==> src/rtl/pxl_spi_pkg.sv <==
package pxl_spi_pkg;
  localparam logic [31:0] SYNC_WORD = 32'hDEAD_BEAF;

  typedef enum logic [2:0] {
    F_INIT, F_IDLE, F_WAITRDY, F_FETCH, F_SEND, F_SYNC, F_SYNCW
  } frame_st_t;

  typedef enum logic [1:0] {S_IDLE, S_SHIFT, S_GAP} shift_st_t;

  // red[23:16] green[15:8] blue[7:0] -> pad, green, red, blue
  function automatic logic [31:0] pack_pixel(input logic [23:0] rgb);
    return {8'h00, rgb[15:8], rgb[23:16], rgb[7:0]};
  endfunction
endpackage

==> src/rtl/pxl_rst_seq.sv <==
module pxl_rst_seq #(
  parameter int HOLD_CYC   = 2400,
  parameter int SETTLE_CYC = 12000,
  localparam int MAXC = (HOLD_CYC > SETTLE_CYC) ? HOLD_CYC : SETTLE_CYC,
  localparam int CW   = $clog2(MAXC + 1)
) (
  input  logic clk,
  input  logic rst,
  output logic per_rst_n,
  output logic init_done
);
  logic [CW-1:0] cnt;
  logic          settling;

  always_ff @(posedge clk) begin
    if (rst) begin
      per_rst_n <= 1'b0;
      init_done <= 1'b0;
      settling  <= 1'b0;
      cnt       <= '0;
    end else if (!init_done) begin
      if (!settling) begin
        if (cnt == CW'(HOLD_CYC - 1)) begin
          per_rst_n <= 1'b1;
          settling  <= 1'b1;
          cnt       <= '0;
        end else begin
          cnt <= cnt + 1'b1;
        end
      end else if (cnt == CW'(SETTLE_CYC - 1)) begin
        init_done <= 1'b1;
      end else begin
        cnt <= cnt + 1'b1;
      end
    end
  end

  p_hold_before_init_r6: assert property (@(posedge clk) disable iff (rst)
    !per_rst_n |-> !init_done);
  p_release_sticky_r6: assert property (@(posedge clk) disable iff (rst)
    per_rst_n |=> per_rst_n);
endmodule

==> src/rtl/pxl_spi_shifter.sv <==
module pxl_spi_shifter
  import pxl_spi_pkg::*;
#(
  parameter int CLK_DIV = 4,
  parameter int GAP_SCK = 2,
  parameter int WORD_W  = 32,
  localparam int HALF     = CLK_DIV / 2,
  localparam int HW       = (HALF > 1) ? $clog2(HALF) : 1,
  localparam int GAP_CLKS = GAP_SCK * CLK_DIV,
  localparam int GW       = $clog2(GAP_CLKS + 1),
  localparam int BW       = $clog2(WORD_W)
) (
  input  logic              clk,
  input  logic              rst,
  input  logic              load,
  input  logic [WORD_W-1:0] word,
  output logic              idle,
  output logic              word_end,
  output logic              sck,
  output logic              mosi,
  output logic              cs_n
);
  shift_st_t         st;
  logic [HW-1:0]     hcnt;
  logic [BW-1:0]     bcnt;
  logic [GW-1:0]     gcnt;
  logic [WORD_W-1:0] shreg;
  logic              gap_seen;

  assign idle = (st == S_IDLE);

  always_ff @(posedge clk) begin
    if (rst) begin
      st       <= S_IDLE;
      sck      <= 1'b0;
      mosi     <= 1'b0;
      cs_n     <= 1'b1;
      hcnt     <= '0;
      bcnt     <= '0;
      gcnt     <= '0;
      shreg    <= '0;
      word_end <= 1'b0;
      gap_seen <= 1'b1;
    end else begin
      word_end <= 1'b0;
      case (st)
        S_IDLE: begin
          if (load) begin
            shreg    <= word;
            mosi     <= word[WORD_W-1];
            cs_n     <= 1'b0;
            hcnt     <= '0;
            bcnt     <= '0;
            gap_seen <= 1'b0;
            st       <= S_SHIFT;
          end
        end
        S_SHIFT: begin
          if (hcnt == HW'(HALF - 1)) begin
            hcnt <= '0;
            if (!sck) begin
              sck <= 1'b1;
            end else begin
              sck <= 1'b0;
              if (bcnt == BW'(WORD_W - 1)) begin
                cs_n     <= 1'b1;
                word_end <= 1'b1;
                gcnt     <= '0;
                st       <= S_GAP;
              end else begin
                bcnt  <= bcnt + 1'b1;
                shreg <= {shreg[WORD_W-2:0], 1'b0};
                mosi  <= shreg[WORD_W-2];
              end
            end
          end else begin
            hcnt <= hcnt + 1'b1;
          end
        end
        S_GAP: begin
          if (gcnt == GW'(GAP_CLKS - 1)) begin
            gap_seen <= 1'b1;
            st       <= S_IDLE;
          end else begin
            gcnt <= gcnt + 1'b1;
          end
        end
        default: st <= S_IDLE;
      endcase
    end
  end

  p_sck_idle_low_r1: assert property (@(posedge clk) disable iff (rst)
    cs_n |-> !sck);
  p_mosi_steady_r1: assert property (@(posedge clk) disable iff (rst)
    (sck && $past(sck)) |-> $stable(mosi));
  p_cs_gap_r8: assert property (@(posedge clk) disable iff (rst)
    $fell(cs_n) |-> $past(gap_seen));
endmodule

==> src/rtl/pxl_spi_sender.sv <==
module pxl_spi_sender
  import pxl_spi_pkg::*;
#(
  parameter int CLK_DIV    = 4,
  parameter int GAP_SCK    = 2,
  parameter int MAX_PIX    = 1024,
  parameter int HOLD_CYC   = 2400,
  parameter int SETTLE_CYC = 12000,
  localparam int CNT_W = $clog2(MAX_PIX + 1)
) (
  input  logic             clk,
  input  logic             rst,
  input  logic             frame_start,
  input  logic [CNT_W-1:0] pix_count,
  input  logic [23:0]      pix_data,
  input  logic             pix_valid,
  output logic             pix_ready,
  input  logic             per_ready,
  output logic             per_rst_n,
  output logic             sck,
  output logic             mosi,
  output logic             cs_n,
  output logic             frame_done
);
  frame_st_t        st;
  logic [CNT_W-1:0] rem;
  logic             init_done;
  logic             sh_idle, sh_end, sh_load;
  logic [31:0]      sh_word;

  pxl_rst_seq #(.HOLD_CYC(HOLD_CYC), .SETTLE_CYC(SETTLE_CYC)) u_rst (
    .clk(clk), .rst(rst), .per_rst_n(per_rst_n), .init_done(init_done)
  );

  assign pix_ready = (st == F_FETCH) && (rem != '0);
  assign sh_load   = (pix_valid && pix_ready) || (st == F_SYNC);
  assign sh_word   = (st == F_SYNC) ? SYNC_WORD : pack_pixel(pix_data);

  pxl_spi_shifter #(.CLK_DIV(CLK_DIV), .GAP_SCK(GAP_SCK), .WORD_W(32)) u_shift (
    .clk(clk), .rst(rst), .load(sh_load), .word(sh_word),
    .idle(sh_idle), .word_end(sh_end),
    .sck(sck), .mosi(mosi), .cs_n(cs_n)
  );

  always_ff @(posedge clk) begin
    if (rst) begin
      st         <= F_INIT;
      rem        <= '0;
      frame_done <= 1'b0;
    end else begin
      frame_done <= 1'b0;
      case (st)
        F_INIT:    if (init_done) st <= F_IDLE;
        F_IDLE: begin
          if (frame_start) begin
            rem <= (pix_count > CNT_W'(MAX_PIX)) ? CNT_W'(MAX_PIX) : pix_count;
            st  <= F_WAITRDY;
          end
        end
        F_WAITRDY: if (!per_ready && sh_idle) st <= F_FETCH;
        F_FETCH: begin
          if (rem == '0) begin
            st <= F_SYNC;
          end else if (pix_valid) begin
            rem <= rem - 1'b1;
            st  <= F_SEND;
          end
        end
        F_SEND:    if (sh_idle) st <= F_FETCH;
        F_SYNC:    st <= F_SYNCW;
        F_SYNCW: begin
          if (sh_end) begin
            frame_done <= 1'b1;
            st         <= F_IDLE;
          end
        end
        default:   st <= F_INIT;
      endcase
    end
  end

  p_ready_no_word_r9: assert property (@(posedge clk) disable iff (rst)
    pix_ready |-> cs_n);
  p_quiet_in_init_r6: assert property (@(posedge clk) disable iff (rst)
    !init_done |-> (cs_n && !pix_ready));
  p_done_single_r10: assert property (@(posedge clk) disable iff (rst)
    frame_done |=> !frame_done);
  p_done_after_cs_r10: assert property (@(posedge clk) disable iff (rst)
    frame_done |-> (cs_n && $past(cs_n)));
endmodule

==> config.mk <==
export PLATFORM = sky130hd
export DESIGN_NAME = pxl_spi_sender
export DESIGN_NICKNAME = d
export VERILOG_FILES = /design/src/rtl/pxl_spi_pkg.sv /design/src/rtl/pxl_rst_seq.sv /design/src/rtl/pxl_spi_shifter.sv /design/src/rtl/pxl_spi_sender.sv
export SDC_FILE = /design/constraint.sdc
export NUM_CORES = 1
export LEC_CHECK = 0
export BUFFER_PORTS_ARGS = -buffer_cell sky130_fd_sc_hd__buf_2
export CORE_ASPECT_RATIO = 1.2
export CORE_MARGIN = 10
export CORE_UTILIZATION = 61
export DETAILED_ROUTE_END_ITERATION = 10
export PLACE_DENSITY = 0.89
export SLEW_MARGIN = 30
export SYNTH_ARGS = -nofsm -noshare
export SYNTH_HDL_FRONTEND = slang
export SYNTH_HIERARCHICAL = 1
export SYNTH_SLANG_ARGS = --single-unit
==> constraint.sdc <==
create_clock -name clk -period 5.8 [get_ports clk]
set_input_delay 0.29 -clock clk [delete_from_list [all_inputs] [get_ports clk]]
set_output_delay 0.29 -clock clk [all_outputs]
set_load 0.05 [all_outputs]
---- After elaboration in Yosys (flattened, before gate mapping) ----
Cells that the tools add are included.
operators by class
  add/subtract/negate cells ............... 5
  magnitude comparators ................... 1
  equal/unequal tests ..................... 28
  muxes and demuxes ....................... 58
  bitwise gates (word level) .............. 6
  reductions and logical operators ........ 24
operator list
  kind                   count
  $mux 31                4
  $pmux 31 s2            1
  $mux 11                4
  $mux 14                3
  $mux 32                1
  $pmux 11 s2            1
  $mux 3                 7
  $pmux 3 s7             1
  $mux 5                 4
  $reduce_and 5->1       4
  $mux 1                 17
  $mux 4                 4
  $ne 2x2->1 const B     8
  $add 14x1->14 const B  1
  $eq 14x12->1 const B   1
  $eq 14x14->1 const B   1
  $ne 2x1->1 const B     7
  $gt 11x11->1 const B   1
  $logic_not 11->1       1
  $reduce_bool 11->1     1
  $sub 11x1->11 const B  1
  $mux 2                 5
  $pmux 5 s2             1
  $eq 3x3->1 const B     3
  other kinds (26)       40
word-level totals
  register bits after elaboration ......... 79
  input bits .............................. 40

---- Logic depth before layout (Yosys ltp) ----
Gate-level depths: netlist of the first run.
  word-level depth ........................ 6
  gate-level depth with buffers ........... 12
  depth with buffers taken out ............ 10

---- Hierarchy ----
Netlist of the first run, hierarchy kept.
by module, submodules not included
  module           instances  cells each  area each (µm²)  sequential area each (µm²)
  pxl_spi_shifter  1          260         2087.0           940.9
  pxl_spi_sender   1          169         1260.0           300.3
  pxl_rst_seq      1          100         925.9            340.3

---- Worst setup path before layout of the first run ----
OpenSTA, ideal clock, no wires.
  kind .................................... register -> register
  start ................................... reg rem[0]
  end ..................................... reg u_shift.mosi
  setup time .............................. 0.091 ns
  data arrival time ....................... 2.655 ns
  required time ........................... 5.709 ns
  path slack .............................. 3.054 ns
  cell stages (with the launch flop) ...... 13
  cells stage by stage .................... dfxtp_1 -> inv_1 -> ha_1 -> or3b_4 -> nor4b_4 -> nor2_1 -> a21o_1 -> nand2b_1 -> a21oi_2 -> buf_4 -> buf_4 -> nor2_1 -> a311oi_1
between the ends
  cells in the longest elaborated chain, start to end .. 6
ends and longest elaborated chain
  element                     RTL line               source
  start: declaration          pxl_spi_sender.sv:26   logic [CNT_W-1:0] rem;
  start signal: assignment    pxl_spi_sender.sv:56   rem <= (pix_count > CNT_W'(MAX_PIX)) ? CNT_W'(MAX_PIX) : pix_count;
  start signal: assignment    pxl_spi_sender.sv:65   rem <= rem - 1'b1;
  $reduce_bool 11->1          pxl_spi_sender.sv:35   assign pix_ready = (st == F_FETCH) && (rem != '0);
  $logic_and 1x1->1           pxl_spi_sender.sv:35
  net pix_ready               pxl_spi_sender.sv:17   output logic pix_ready,
  $logic_and 1x1->1           pxl_spi_sender.sv:36   assign sh_load = (pix_valid && pix_ready) || (st == F_SYNC);
  $logic_or 1x1->1            pxl_spi_sender.sv:36
  net sh_load                 pxl_spi_sender.sv:28   logic sh_idle, sh_end, sh_load;
  $ne 2x1->1 (no line)        -
  $reduce_and 5->1 (no line)  -
  end signal: assignment      pxl_spi_shifter.sv:50  mosi <= word[WORD_W-1];
  end signal: assignment      pxl_spi_shifter.sv:73  mosi <= shreg[WORD_W-2];
  end: declaration            pxl_spi_shifter.sv:20  output logic mosi,
The timed path passes the listed nets, and every way through them passes these cells.
A chain may end at the register's enable or synchronous reset.

---- Worst setup path after layout of the first run ----
  start ................................... reg rem[0]
  end ..................................... reg u_shift.bcnt[0]
between the ends
  cells in the longest elaborated chain, start to end .. 6
ends and longest elaborated chain
  element                     RTL line               source
  $reduce_bool 11->1          pxl_spi_sender.sv:35
  $logic_and 1x1->1           pxl_spi_sender.sv:35
  $logic_and 1x1->1           pxl_spi_sender.sv:36
  $logic_or 1x1->1            pxl_spi_sender.sv:36
  net sh_load                 pxl_spi_sender.sv:28
  $ne 2x1->1 (no line)        -
  $reduce_and 5->1 (no line)  -
  end signal: assignment      pxl_spi_shifter.sv:71  bcnt <= bcnt + 1'b1;
  end: declaration            pxl_spi_shifter.sv:25  logic [BW-1:0] bcnt;
The timed path passes the listed nets, and every way through them passes these cells.

==> PnR_summary.wiki, run 1 <==
{| class="wikitable"
! Metric !! Value
|-
| Leading cell types in the layout, fill and taps excluded || nand2_1 (79), dfxtp_1 (79), nor2_1 (64), buf_2 (45), a311oi_1 (35)
|-
| CP Data Arrival Time || 3.05 ns
|-
| Cell breakdown of the critical path || inv_1, ha_1, or3b_4, nor4b_4, nor2_1, a21o_1, nand2b_1, a21oi_4, buf_4, mux2_2, nor2_1
|-
| Clock-pin slew reported for the worst setup and hold paths after clock tree synthesis || around 0.08 ns
|-
| Detailed Place HPWL || 6390 µm
|-
| Number of optimization iterations in the first detailed-route pass || 5
|-
| Number of cell instances on the worst register-to-register path || 11
|-
| Critical path data required time || 6.09 ns
|-
| Worst-case headroom to the max-slew limit || 48.8%
|-
| Worst skew pair latency || 0.36 ns
|-
| Post-CTS setup-driven buffer insertion count || 0
|-
| Top cell by count, worst path || nor2_1
|-
| Layout cell share with drive strength beyond 1 || 18.6%
|-
| Fill cell total of the finished layout || 566
|-
| Cell type contributing the most total cell area after synthesis || dfxtp_1
|-
| Number of levels the H-tree was split into || 3
|-
| Total via count after detailed routing || 3899
|-
| Num rows || 33
|-
| Final hold viol count || 0
|-
| Num CTS Buffers || 9
|-
| Number of placed I/O pins || 46
|-
| Critical Setup Path Class || reg2reg
|-
| Total buffers and inverters traversed by the critical path || 2
|-
| Cells after Synth || around 530
|-
| Number of max-capacitance violations reported || 0
|-
| Std-Cell Core Area || 6810 µm²
|-
| Total of buffers placed on input and output ports || between 40 and 50
|-
| PnR worst setup slack || 3.04 ns
|-
| Fin Clk Skew || 0.00724 ns
|-
| Growth of design area from synthesis to finish || 7.58%
|-
| Synth async-reset ratio || 0%
|-
| Layout net count || 594
|-
| Worst-path fanout max || 66
|-
| Number of slew-limit violations in the final report || 0
|-
| Final WL || 9530 µm
|-
| Avg Inst Size Synth || 8.08 µm²
|-
| Cell family with most CP delay || simple AND/OR/NAND/NOR gates
|-
| Pin count of the biggest net entering global routing || 74
|-
| Setup slack of the most critical reg-to-reg path || 3.04 ns
|-
| Sort of element at the end of the critical path || flop
|-
| Pin slew with the least headroom to its limit || between 0.7 and 0.8 ns
|-
| Highest cell delay on the worst timing path || 0.44 ns
|-
| Worst R2R Start || rem[0]$_SDFFE_PP0P_
|-
| Total leakage power || approximately 1.7 nW
|-
| Placement Setup Slack || ~3.0 ns
|-
| Outcome || completed
|-
| Iteration-0 DRC Markers || between 200 and 250
|-
| Full die area || 10800 µm²
|-
| All-layer global routing usage || about 18%
|-
| First-pass GRT wire length || 16100 µm
|-
| Yosys warning count || 6
|-
| Post-synth EDFFs || 0
|-
| Setup repair after global routing missed its margin || no
|-
| Maximum ir drop on the vdd rail || 0.000169 V
|-
| Inserted Diodes || 0
|-
| Final setup fails || 0
|-
| Number of remaining DRC errors || 0
|-
| Resized cells post-CTS || 0
|-
| Final period utilization || 47.6%
|-
| Overflow left after global routing || 0
|-
| Type of the tightest min-delay check || in2reg
|-
| WHS Endpoint || rem[0]$_SDFFE_PP0P_
|-
| Time the final worst path needs with I/O delays and setup || 2.76 ns
|-
| Most area-consuming cells after synthesis || dfxtp_1 (37%), a311oi_1 (7.2%), nand2_1 (6.9%)
|-
| Hold path startpoint || pix_count[0]
|-
| Fraction of the yosys area taken by sequential cells || 37.0%
|-
| Power Dens Cells || 211 nW/µm²
|-
| Via density per instance || 6.08
|-
| Slowest stage cell, crit path || or3b_4
|-
| # hold bufs at CTS || 0
|-
| Drt wl/cell || approximately 15 µm
|-
| Category of the worst setup path launch point || flop
|-
| Worst R2R End || u_shift/bcnt[0]$_SDFFE_PP0P_
|-
| Number of global-route vias before repair || 3623
|-
| Buffer levels on the longest clock path || 2
|-
| Overall die width || a little under 100 µm
|-
| Flip-flop and latch count after synthesis || 79
|-
| Clock net sink count || slightly below 80
|-
| Post-synthesis instance area || 4270 µm²
|-
| Synth Flop Type || dfxtp_1
|-
| Initial cell density of the core || 62.7%
|-
| Accumulated negative setup slack || 0 ns
|-
| TritonCTS clock tree || done
|-
| Worst Hold Path Cells || 3
|-
| Share of Yosys cell area claimed by the top area cell type || 37.0%
|-
| Height of the die || 112 µm
|-
| Initial antenna violation count || 0
|-
| Routability cong. || 0.854
|-
| Post-detailed-route count of antenna-violating nets || 0
|-
| Root buffer cell || clkbuf_8
|-
| Post-synthesis cell type count || 73
|-
| Achievable frequency || 362 MHz
|}
==> how the worst max path moves through the flow <==
stage                   startpoint                              to  slack [ns]  depth (start not counted)
6_report       rem[0]$_SDFFE_PP0P_    u_shift/bcnt[0]$_SDFFE_PP0P_        3.04                         11
5_1_grt         st[1]$_SDFFE_PP0P_  u_shift/shreg[11]$_SDFFE_PP0P_        2.84                          8
4_1_cts         st[0]$_SDFFE_PP0P_  u_shift/shreg[11]$_SDFFE_PP0P_        2.91                          8
3_5_place_dp    st[0]$_SDFFE_PP0P_  u_shift/shreg[11]$_SDFFE_PP0P_        2.96                          8
3_3_place_gp    st[0]$_SDFFE_PP0P_    u_shift/bcnt[0]$_SDFFE_PP0P_        3.10                          8
2_1_floorplan  rem[0]$_SDFFE_PP0P_       u_shift/mosi$_SDFFE_PP0P_        3.05                         12
==> sequential cells by signal (all words and copies together) (netlist names), 2 cells and up <==
name / count
u_shift/st: 2
u_shift/shreg: 31
rem: 11
st: 3
u_shift/gcnt: 4
u_rst/cnt: 14
u_shift/bcnt: 5
==> routing by layer <==
| metal | GRT usage [%] | vias to the layer above | part of all wire, % |
|---|---|---|---|
| li1 | - | 1946 | - |
| met1 | 22.4 | 1823 | 43 |
| met2 | 28.0 | 112 | 49 |
| met3 | 5.17 | 18 | 6.4 |
| met4 | 6.31 | 0 | 1.9 |
| met5 | 0 | - | 0 |
==> synthesized netlist by cell type (5+ instances only) <==
| cell | n |
|---|---|
| or2_2 | 19 |
| a211oi_1 | 8 |
| nand2_1 | 79 |
| nand4_1 | 6 |
| ha_1 | 5 |
| xnor2_1 | 6 |
| dfxtp_1 | 79 |
| a221oi_1 | 5 |
| a21oi_1 | 27 |
| nand3_1 | 12 |
| o21ai_0 | 12 |
| or3_1 | 9 |
| nor2b_1 | 9 |
| nand3b_1 | 7 |
| nand2b_1 | 5 |
| nor4_1 | 7 |
| buf_2 | 12 |
| a311oi_1 | 35 |
| nor2_1 | 64 |
| clkbuf_1 | 18 |
| inv_1 | 14 |
==> cells by family after synthesis <==
family	Yosys count	share of synthesized area, %
buffers and inverters	54	6.44
other	1	0.0878
AO/OA/AOI/OAI	121	20.7
XOR/XNOR	8	1.64
flip-flops	79	37.0
adder cells (fa/ha/maj)	5	1.46
multiplexers	3	0.761
AND/OR/NAND/NOR	258	31.9
==> layout make-up <==
type / instances / area [µm²] / area share, %
tap: 87 / 109 / 2.37
multi-input combinational: 397 / 2430 / 52.9
timing repair buffer: 48 / 248 / 5.39
clock buffer: 12 / 155 / 3.38
sequential: 79 / 1580 / 34.4
inverter: 14 / 52.6 / 1.14
clock inverter: 4 / 20.0 / 0.435
==> power by group <==
group | leakage (nW) | switching (mW) | internal, mW
registers | 0.637 | 0.00274 | 0.544
logic | 0.934 | 0.0274 | 0.0232
clock network | 0.0959 | 0.194 | 0.176
total | 1.67 | 0.224 | 0.744
==> through the flow <==
| step | hold slack, ns | total power, mW | area (µm²) | util, % | cells |
|---|---|---|---|---|---|
| finish | 0.206 | 0.968 | 4600 | 67.5 | 641 |
| global route | 0.203 | 1.00 | 4600 | 67.5 | 641 |
| CTS | 0.194 | 0.974 | 4600 | 67.5 | 641 |
| detailed placement | 0.466 | 0.610 | 4420 | 64.9 | 625 |
| global placement | 0.447 | 0.608 | 4420 | 64.9 | 625 |
| floorplan | 0.432 | 0.590 | 4280 | - | 530 |
==> worst reg2reg max path: stages, from the launching register on <==
cell and delay, ns:
dfxtp_1 0.34, inv_1 0.08, ha_1 0.20, or3b_4 0.44, nor4b_4 0.34, nor2_1 0.11, a21o_1 0.22, nand2b_1 0.14
a21oi_4 0.07, buf_4 0.32, mux2_2 0.37, nor2_1 0.08
Note: power is estimated with default switching activity, not from simulation.
==> inputs of run 2 (changes only) <==
--- a/config.mk
+++ b/config.mk
@@ -5,12 +5,13 @@
 export SDC_FILE = /design/constraint.sdc
 export NUM_CORES = 1
 export LEC_CHECK = 0
+export ABC_AREA = 1
 export BUFFER_PORTS_ARGS = -buffer_cell sky130_fd_sc_hd__buf_2
 export CORE_ASPECT_RATIO = 1.2
 export CORE_MARGIN = 10
-export CORE_UTILIZATION = 61
+export CORE_UTILIZATION = 54
 export DETAILED_ROUTE_END_ITERATION = 10
-export PLACE_DENSITY = 0.89
+export PLACE_DENSITY = 0.84
 export SLEW_MARGIN = 30
 export SYNTH_ARGS = -nofsm -noshare
 export SYNTH_HDL_FRONTEND = slang
==> constraint.sdc (replaced) <==
create_clock -name clk -period 2.4 [get_ports clk]
set_input_delay 0.12 -clock clk [delete_from_list [all_inputs] [get_ports clk]]
set_output_delay 0.12 -clock clk [all_outputs]
set_load 0.05 [all_outputs]
==> run 2 against run 1 <==
Compared with the run above:
- largest power group is now combinational logic
- total power rose to 5.0 times the previous value
- synthesized area rose by 13%
- first-iteration DRC count rose by 16%
- count of clock-buffer cells in the layout fell by 3
==> PnR_summary.wiki, run 2 <==
{| class="wikitable"
! Metric !! Value
|-
| Top register by number of flip-flops || u_shift/shreg (unchanged)
|-
| Number of optimization iterations in the first detailed-route pass || 5 (unchanged)
|-
| Most common cell after layout, fill and taps aside || nand2_1
|-
| Num CTS Buffers || 9 (unchanged)
|-
| Layout net count || 878 (was 594)
|-
| Layout cell share with drive strength beyond 1 || 15.5% (was 18.6%)
|-
| Share of Yosys cell area claimed by the top area cell type || 32.7% (was 37.0%)
|-
| Fin Clk Skew || 0.0127 ns (was 0.00724 ns)
|-
| Drt wl/cell || 11.4 µm (was 14.9 µm)
|-
| Time the final worst path needs with I/O delays and setup || 2.21 ns (was 2.76 ns)
|-
| Fraction of the yosys area taken by sequential cells || 32.7% (was 37.0%)
|-
| Total of buffers placed on input and output ports || 45 (unchanged)
|-
| Cells after Synth || 791 (was 529)
|-
| Height of the die || 124 µm (was 112 µm)
|-
| Std-Cell Core Area || 8660 µm² (was 6810 µm²)
|-
| Clock net sink count || 79 (unchanged)
|-
| Initial antenna violation count || 0 (unchanged)
|-
| Relative contribution of the clock network to total power || 21.6% (was 38.3%)
|-
| Final hold viol count || 0 (unchanged)
|-
| Overflow left after global routing || 0 (unchanged)
|-
| Slowest stage cell, crit path || dfxtp_1 (was or3b_4)
|-
| Top cells by count, synth || nand2_1 (247), nor2_1 (162), dfxtp_1 (79) (was dfxtp_1 (79), nand2_1 (79), nor2_1 (64))
|-
| Leading cell types in the layout, fill and taps excluded || nand2_1 (247), nor2_1 (161), dfxtp_1 (79), inv_1 (72), nand3_1 (54) (was nand2_1 (79), dfxtp_1 (79), nor2_1 (64), buf_2 (45), a311oi_1 (35))
|-
| Highest cell delay on the worst timing path || 0.32 ns (was 0.44 ns)
|-
| Cell type contributing the most total cell area after synthesis || dfxtp_1 (unchanged)
|-
| Initial cell density of the core || 55.8% (was 62.7%)
|-
| Flip-flop and latch count after synthesis || 79 (unchanged)
|-
| Cell breakdown of the critical path || inv_1, ha_2, nand2_1, nor2_4, nand3_2, nand2_4, inv_1, nand2_1, nand2_1, inv_1, nand2_2, nand2_2, inv_2, nand2_8, clkinv_2, buf_8, nor2_1, nor2_1 (was inv_1, ha_1, or3b_4, nor4b_4, nor2_1, a21o_1, nand2b_1, a21oi_4, buf_4, mux2_2, nor2_1)
|-
| Max reg flops || 31 (unchanged)
|-
| Achievable frequency || 452 MHz (was 362 MHz)
|-
| Most area-consuming cells after synthesis || dfxtp_1 (33%), nand2_1 (19%), nor2_1 (13%) (was dfxtp_1 (37%), a311oi_1 (7.2%), nand2_1 (6.9%))
|-
| Internal power consumption || 2.83 mW (was 744 µW)
|-
| Total leakage power || 2.61 nW (was 1.67 nW)
|-
| Critical path data required time || 2.65 ns (was 6.09 ns)
|-
| Power Dens Cells || 905 nW/µm² (was 211 nW/µm²)
|-
| Yosys warning count || 6 (unchanged)
|-
| Outcome || completed (unchanged)
|-
| Inserted Diodes || 0 (unchanged)
|-
| Detailed Place HPWL || 7620 µm (was 6390 µm)
|-
| Biggest regs || u_shift/shreg x31, u_rst/cnt x14, rem x11 (unchanged)
|-
| Avg Inst Size Synth || 6.11 µm² (was 8.08 µm²)
|-
| Final setup fails || 0 (unchanged)
|-
| All-layer global routing usage || 16.3% (was 17.8%)
|-
| Maximum ir drop on the vdd rail || 0.000349 V (was 0.000169 V)
|-
| TritonCTS clock tree || done (unchanged)
|-
| Critical Setup Path Class || reg2reg (unchanged)
|-
| Pin slew with the least headroom to its limit || 0.598 ns (was 0.768 ns)
|-
| Post-detailed-route count of antenna-violating nets || 0 (unchanged)
|-
| Power dissipated by switching net loads || 2.05 mW (was 224 µW)
|-
| Full die area || 13200 µm² (was 10800 µm²)
|-
| Pin count of the biggest net entering global routing || 38 (was 74)
|-
| Switching fraction of total power || 42.1% (was 23.2%)
|-
| Number of levels the H-tree was split into || 3 (unchanged)
|-
| Root buffer cell || clkbuf_8 (unchanged)
|-
| Num rows || 37 (was 33)
|-
| CP Data Arrival Time || 2.46 ns (was 3.05 ns)
|-
| Synth async-reset ratio || 0% (unchanged)
|-
| Number of remaining DRC errors || 0 (unchanged)
|-
| Number of slew-limit violations in the final report || 0 (unchanged)
|-
| Final WL || 10900 µm (was 9530 µm)
|-
| Final period utilization || 92.1% (was 47.6%)
|-
| Buffer levels on the longest clock path || 2 (unchanged)
|-
| Post-synthesis instance area || 4830 µm² (was 4270 µm²)
|-
| Hold slack final || 0.0979 ns (was 0.206 ns)
|-
| Sequential fraction of design power || 36.4% (was 56.5%)
|-
| Iteration-0 DRC Markers || 260 (was 224)
|-
| Post-synth EDFFs || 0 (unchanged)
|-
| Fraction of power consumed by combinational cells || 42.0% (was 5.2%)
|-
| Worst skew pair latency || 0.36 ns (about the same)
|-
| Accumulated negative setup slack || 0 ns (unchanged)
|-
| Worst-path fanout max || 34 (was 66)
|-
| Worst-case headroom to the max-slew limit || 60.1% (was 48.8%)
|-
| Number of max-capacitance violations reported || 0 (unchanged)
|-
| Post-synthesis cell type count || 35 (was 73)
|-
| Count leader, synth || nand2_1
|-
| Overall die width || 106 µm (was 96.4 µm)
|-
| Number of placed I/O pins || 46 (unchanged)
|-
| Total via count after detailed routing || 4797 (was 3899)
|-
| Synth Flop Type || dfxtp_1 (unchanged)
|-
| Routability cong. || 0.919 (was 0.854)
|-
| Category of the worst setup path launch point || flop (unchanged)
|-
| Type of the tightest min-delay check || in2reg (unchanged)
|-
| Number of global-route vias before repair || 4308 (was 3623)
|-
| Clock-pin slew reported for the worst setup and hold paths after clock tree synthesis || 0.09 ns (was 0.08 ns)
|-
| First-pass GRT wire length || 18400 µm (was 16100 µm)
|-
| Via density per instance || 5.02 (was 6.08)
|-
| Growth of design area from synthesis to finish || 11.6% (was 7.58%)
|-
| Sort of element at the end of the critical path || flop (unchanged)
|}
==> run 2: cell count changes after synthesis, moves of 8 or more <==
| cell | change |
|---|---|
| nor2_1 | +98 |
| inv_2 | +8 |
| nand2_1 | +168 |
| a311oi_1 | -35 |
| o21bai_1 | +30 |
| a21oi_1 | -9 |
| inv_1 | +59 |
| nand3_1 | +43 |
| clkbuf_1 | -10 |
| nor2b_1 | -9 |
| a211oi_1 | -8 |
| or3_1 | -9 |
==> run 2: logic make-up (layout without fill, tap and decap cells) <==
family | Yosys count | in the layout | synth area share [%]
compound gates | 66 | 66 | 8.59
other cells | 1 | 2 | 0.0776
flops | 79 | 79 | 32.7
simple gates | 527 | 527 | 47.2
xor+xnor | 3 | 3 | 0.544
buf+inv | 110 | 156 | 9.63
fa+ha+maj | 5 | 5 | 1.29
==> run 2: stage by stage <==
stage          area [µm²]  power (mW)  instances  util, %  setup WS [ns]
2_1_floorplan        4840        3.34        792        -          0.151
3_3_place_gp         5130        3.64        936     59.3          0.143
3_5_place_dp         5130        3.68        936     59.3         0.0497
4_1_cts              5340        4.75        952     61.7         0.0259
5_1_grt              5400        5.29        955     62.3       -0.00238
6_report             5400        4.88        955     62.3          0.189
==> run 2: path summary, 6_finish.rpt <==
path,from,to,slack (ns),cells after the start
hold / removal,pix_count[9],rem[9]$_SDFFE_PP0P_,0.1,5
hold reg to reg,u_rst/per_rst_n$_SDFFE_PP0P_,u_rst/per_rst_n$_SDFFE_PP0P_,0.45,2
setup reg to reg,rem[1]$_SDFFE_PP0P_,u_shift/shreg[28]$_SDFFE_PP0P_,0.19,18
setup / recovery,rem[1]$_SDFFE_PP0P_,u_shift/shreg[28]$_SDFFE_PP0P_,0.19,18
==> run 2: critical path: cells and delay by family (launching register included) <==
| kind | cells | cell delay, ns |
|---|---|---|
| adders and majority gates | 1 | 0.18 |
| buffers and inverters | 6 | 0.53 |
| DFF | 1 | 0.32 |
| and+or+nand+nor | 11 | 1.06 |
==> run 2: metal layers <==
layer,vias to the layer above,wire length (µm),global-route usage (%)
met4,0,138,5.42
met3,15,533,3.26
met1,2127,4780,18.8
met2,125,5480,29.6
met5,-,0,0
li1,2530,-,-
==> run 2: cell type report <==
cell class | count | area (µm²)
inverters | 83 | 318
well taps | 117 | 146
clock inverters | 7 | 85.1
clock buffers | 9 | 124
repair buffers | 57 | 327
flip-flops and latches | 79 | 1580
multi-input cells | 603 | 2820
fillers | 835 | 3260
==> run 2: power groups by stage <==
stage / Clock [mW] / Combinational, mW / Sequential, mW
detailed placement: 0 / 1.89 / 1.79
global placement: 0 / 1.85 / 1.79
finish: 1.06 / 2.05 / 1.78
floorplan: 0 / 1.56 / 1.78
CTS: 1.08 / 1.91 / 1.76
global route: 1.13 / 2.35 / 1.81
==> run 2: what timing repair did <==
item | in CTS | in global routing
gates resized for setup | 0 | 9
hold endpoints to repair | 0 | 0
setup buffers | 0 | 3
setup endpoints to repair | 0 | 34
hold buffers | 0 | 0
==> inputs of run 3 (changes only) <==
==> constraint.sdc (replaced) <==
create_clock -name clk -period 1.82 [get_ports clk]
set_input_delay 0.091 -clock clk [delete_from_list [all_inputs] [get_ports clk]]
set_output_delay 0.091 -clock clk [all_outputs]
set_load 0.05 [all_outputs]
==> run 3 against run 2 <==
Compared with the run above:
- the flow now finishes with violations (setup timing)
- utilization is 7.8 points higher
- sequential power is 32% higher
- cell count is 4.9% higher
- highest routed layer unchanged
==> PnR_summary.wiki, run 3 (synthesis results as in run 2) <==
{| class="wikitable"
! Metric !! Value
|-
| Outcome || finished, violations left (was completed)
|-
| Violated checks || setup timing
|-
| Category of the worst setup path launch point || flop (unchanged)
|-
| Fin Clk Skew || 0.0165 ns (was 0.0127 ns)
|-
| Std-Cell Core Area || 8660 µm² (unchanged)
|-
| Maximum ir drop on the vdd rail || 0.000537 V (was 0.000349 V)
|-
| Post-detailed-route count of antenna-violating nets || 0 (unchanged)
|-
| Initial cell density of the core || 55.8% (unchanged)
|-
| Iteration-0 DRC Markers || 454 (was 260)
|-
| Critical path data required time || 2.12 ns (was 2.65 ns)
|-
| Number of slew-limit violations in the final report || 0 (unchanged)
|-
| Setup repair after global routing missed its margin || yes
|-
| Biggest regs || u_shift/shreg x31, u_rst/cnt x14, rem x11 (unchanged)
|-
| Number of optimization iterations in the first detailed-route pass || 6 (was 5)
|-
| Detailed Place HPWL || 7820 µm (was 7620 µm)
|-
| Pin count of the biggest net entering global routing || 34 (was 38)
|-
| TritonCTS clock tree || done (unchanged)
|-
| Sort of element at the end of the critical path || flop (unchanged)
|-
| Time the final worst path needs with I/O delays and setup || 2.03 ns (was 2.21 ns)
|-
| Layout cell share with drive strength beyond 1 || 24.1% (was 15.5%)
|-
| Via density per instance || 5.30 (was 5.02)
|-
| Overflow left after global routing || 0 (unchanged)
|-
| Share of the core filled with cells in the final layout || 70.1% (was 62.3%)
|-
| Max layer used || met4 (unchanged)
|-
| Clock net sink count || 79 (unchanged)
|-
| Buffer levels on the longest clock path || 2 (unchanged)
|-
| Final period utilization || 111% (was 92.1%)
|-
| Number of cell instances on the worst register-to-register path || 18 (unchanged)
|-
| Pin slew with the least headroom to its limit || 0.560 ns (was 0.598 ns)
|-
| Power Dens Cells || 1280 nW/µm² (was 905 nW/µm²)
|-
| Num CTS Buffers || 9 (unchanged)
|-
| All-layer global routing usage || 19.2% (was 16.3%)
|-
| Inserted Diodes || 0 (unchanged)
|-
| Critical Setup Path Class || reg2reg (unchanged)
|-
| Root buffer cell || clkbuf_8 (unchanged)
|-
| Layout net count || 925 (was 878)
|-
| Num rows || 37 (unchanged)
|-
| Achievable frequency || 493 MHz (was 452 MHz)
|-
| Total of buffers placed on input and output ports || 45 (unchanged)
|-
| Number of global-route vias before repair || 4758 (was 4308)
|-
| Number of placed I/O pins || 46 (unchanged)
|-
| Overall power || 7.79 mW (was 4.88 mW)
|-
| Leading cell types in the layout, fill and taps excluded || nand2_1 (240), nor2_1 (148), dfxtp_1 (77), inv_1 (67), nand3_1 (50) (was nand2_1 (247), nor2_1 (161), dfxtp_1 (79), inv_1 (72), nand3_1 (54))
|-
| Growth of design area from synthesis to finish || 25.6% (was 11.6%)
|-
| Final setup fails || 45 (was 0)
|-
| Type of the tightest min-delay check || in2reg (unchanged)
|-
| Met2 wirelength from detailed routing || 6680 µm (was 5480 µm)
|-
| Number of remaining DRC errors || 0 (unchanged)
|-
| Drt wl/cell || 13.6 µm (was 11.4 µm)
|-
| DP Cell Count || 968 (was 936)
|-
| PnR worst setup slack || -0.209 ns (was 0.189 ns)
|-
| Height of the die || 124 µm (unchanged)
|-
| Number of max-capacitance violations reported || 0 (unchanged)
|-
| Max reg flops || 31 (unchanged)
|-
| Wire length on met3 || 1010 µm (was 533 µm)
|-
| Number of standard cells in the final layout excluding fillers || 1002 (was 955)
|-
| Worst-case headroom to the max-slew limit || 62.6% (was 60.1%)
|-
| Routability cong. || 0.915 (was 0.919)
|-
| Clock-pin slew reported for the worst setup and hold paths after clock tree synthesis || 0.09 ns (about the same)
|-
| Overall die width || 106 µm (unchanged)
|-
| Top register by number of flip-flops || u_shift/shreg (unchanged)
|-
| Wl on met1 || 5530 µm (was 4780 µm)
|-
| Final WL || 13600 µm (was 10900 µm)
|-
| Worst Hold Path Cells || 5 (unchanged)
|-
| Hold slack final || 0.0748 ns (was 0.0979 ns)
|-
| Initial antenna violation count || 0 (unchanged)
|-
| Final hold viol count || 0 (unchanged)
|-
| Total leakage power || 2.93 nW (was 2.61 nW)
|-
| First-pass GRT wire length || 21300 µm (was 18400 µm)
|-
| Full die area || 13200 µm² (unchanged)
|-
| Worst skew pair latency || 0.37 ns (was 0.36 ns)
|-
| Placement Setup Slack || -0.160 ns (was 0.0497 ns)
|-
| Total via count after detailed routing || 5310 (was 4797)
|-
| Most common cell after layout, fill and taps aside || nand2_1 (unchanged)
|-
| CP Data Arrival Time || 2.33 ns (was 2.46 ns)
|-
| Number of levels the H-tree was split into || 3 (unchanged)
|-
| Worst-path fanout max || 7 (was 34)
|}
-- run 3: changes by cell type in the layout (fill, tap and decap cells not counted), moves of 3 or more --
| cell | before | now |
|---|---|---|
| o21bai_1 | 31 | 28 |
| nand2_1 | 247 | 240 |
| inv_2 | 9 | 12 |
| buf_4 | 10 | 46 |
| buf_6 | 1 | 6 |
| nor2_2 | 7 | 19 |
| nand3_1 | 54 | 50 |
| nor2_1 | 161 | 148 |
| o21bai_4 | 0 | 3 |
| inv_1 | 72 | 67 |
| buf_12 | 0 | 4 |
| nand3_2 | 1 | 4 |
| nand2_2 | 5 | 11 |
-- run 3: where the power goes --
group	internal [mW]	switching, mW
Combinational	1.69	2.12
Sequential	2.09	0.262
Clock	0.922	0.708
-- run 3: final timing paths --
path | slack [ns] | start | end
worst min-delay path | 0.07 | pix_count[9] | rem[9]$_SDFFE_PP0P_
worst min register to register | 0.45 | u_rst/per_rst_n$_SDFFE_PP0P_ | u_rst/per_rst_n$_SDFFE_PP0P_
worst max-delay path | -0.21 | rem[1]$_SDFFE_PP0P_ | u_shift/shreg[16]$_SDFFE_PP0P_
worst max register to register | -0.21 | rem[1]$_SDFFE_PP0P_ | u_shift/shreg[16]$_SDFFE_PP0P_
-- run 3: critical path: stages, from the launching register on --
cell and delay, ns:
dfxtp_2 0.33, inv_2 0.07, ha_4 0.15, nand2_4 0.05
nor2_4 0.11, nand3_2 0.11, nand2_4 0.10, clkinvlp_4 0.09
nand2_2 0.07, nand2_2 0.06, inv_2 0.06, nand2_2 0.06
nand2_2 0.10, inv_4 0.05, nand2_8 0.08, buf_12 0.12
buf_16 0.11, o21bai_1 0.08, nor2_1 0.14
-- run 3: final cells by class --
type,count,area [µm²]
Tap cell,117,146
Multi-Input combinational cell,603,2960
Sequential cell,79,1580
Fill cell,712,2580
Timing Repair Buffer,103,783
Timing Repair inverter,1,16.3
Inverter,83,335
Clock buffer,10,128
Clock inverter,6,115
-- run 3: repair_timing --
action,4_1_cts,5_1_grt
cloned,4,0
setup buffers,14,3
hold endpoints to repair,0,0
hold buffers,0,0
pin swaps,8,14
endpoints found under the setup margin,42,46
gates resized for setup,19,35
-- run 3: per-stage QoR --
stage               area [µm²]  TNS, ns
finish                    6070    -7.18
global route              6070   -11.60
CTS                       5950    -3.24
detailed placement        5440    -4.61
global placement          5440    -3.40
floorplan                 4890   -11.52
-- run 3: per-layer routing --
metal | vias to the layer above | GRT usage [%]
met5 | - | 0
met4 | 0 | 8.22
met3 | 42 | 4.96
met2 | 227 | 33.6
met1 | 2408 | 21.9
li1 | 2633 | -
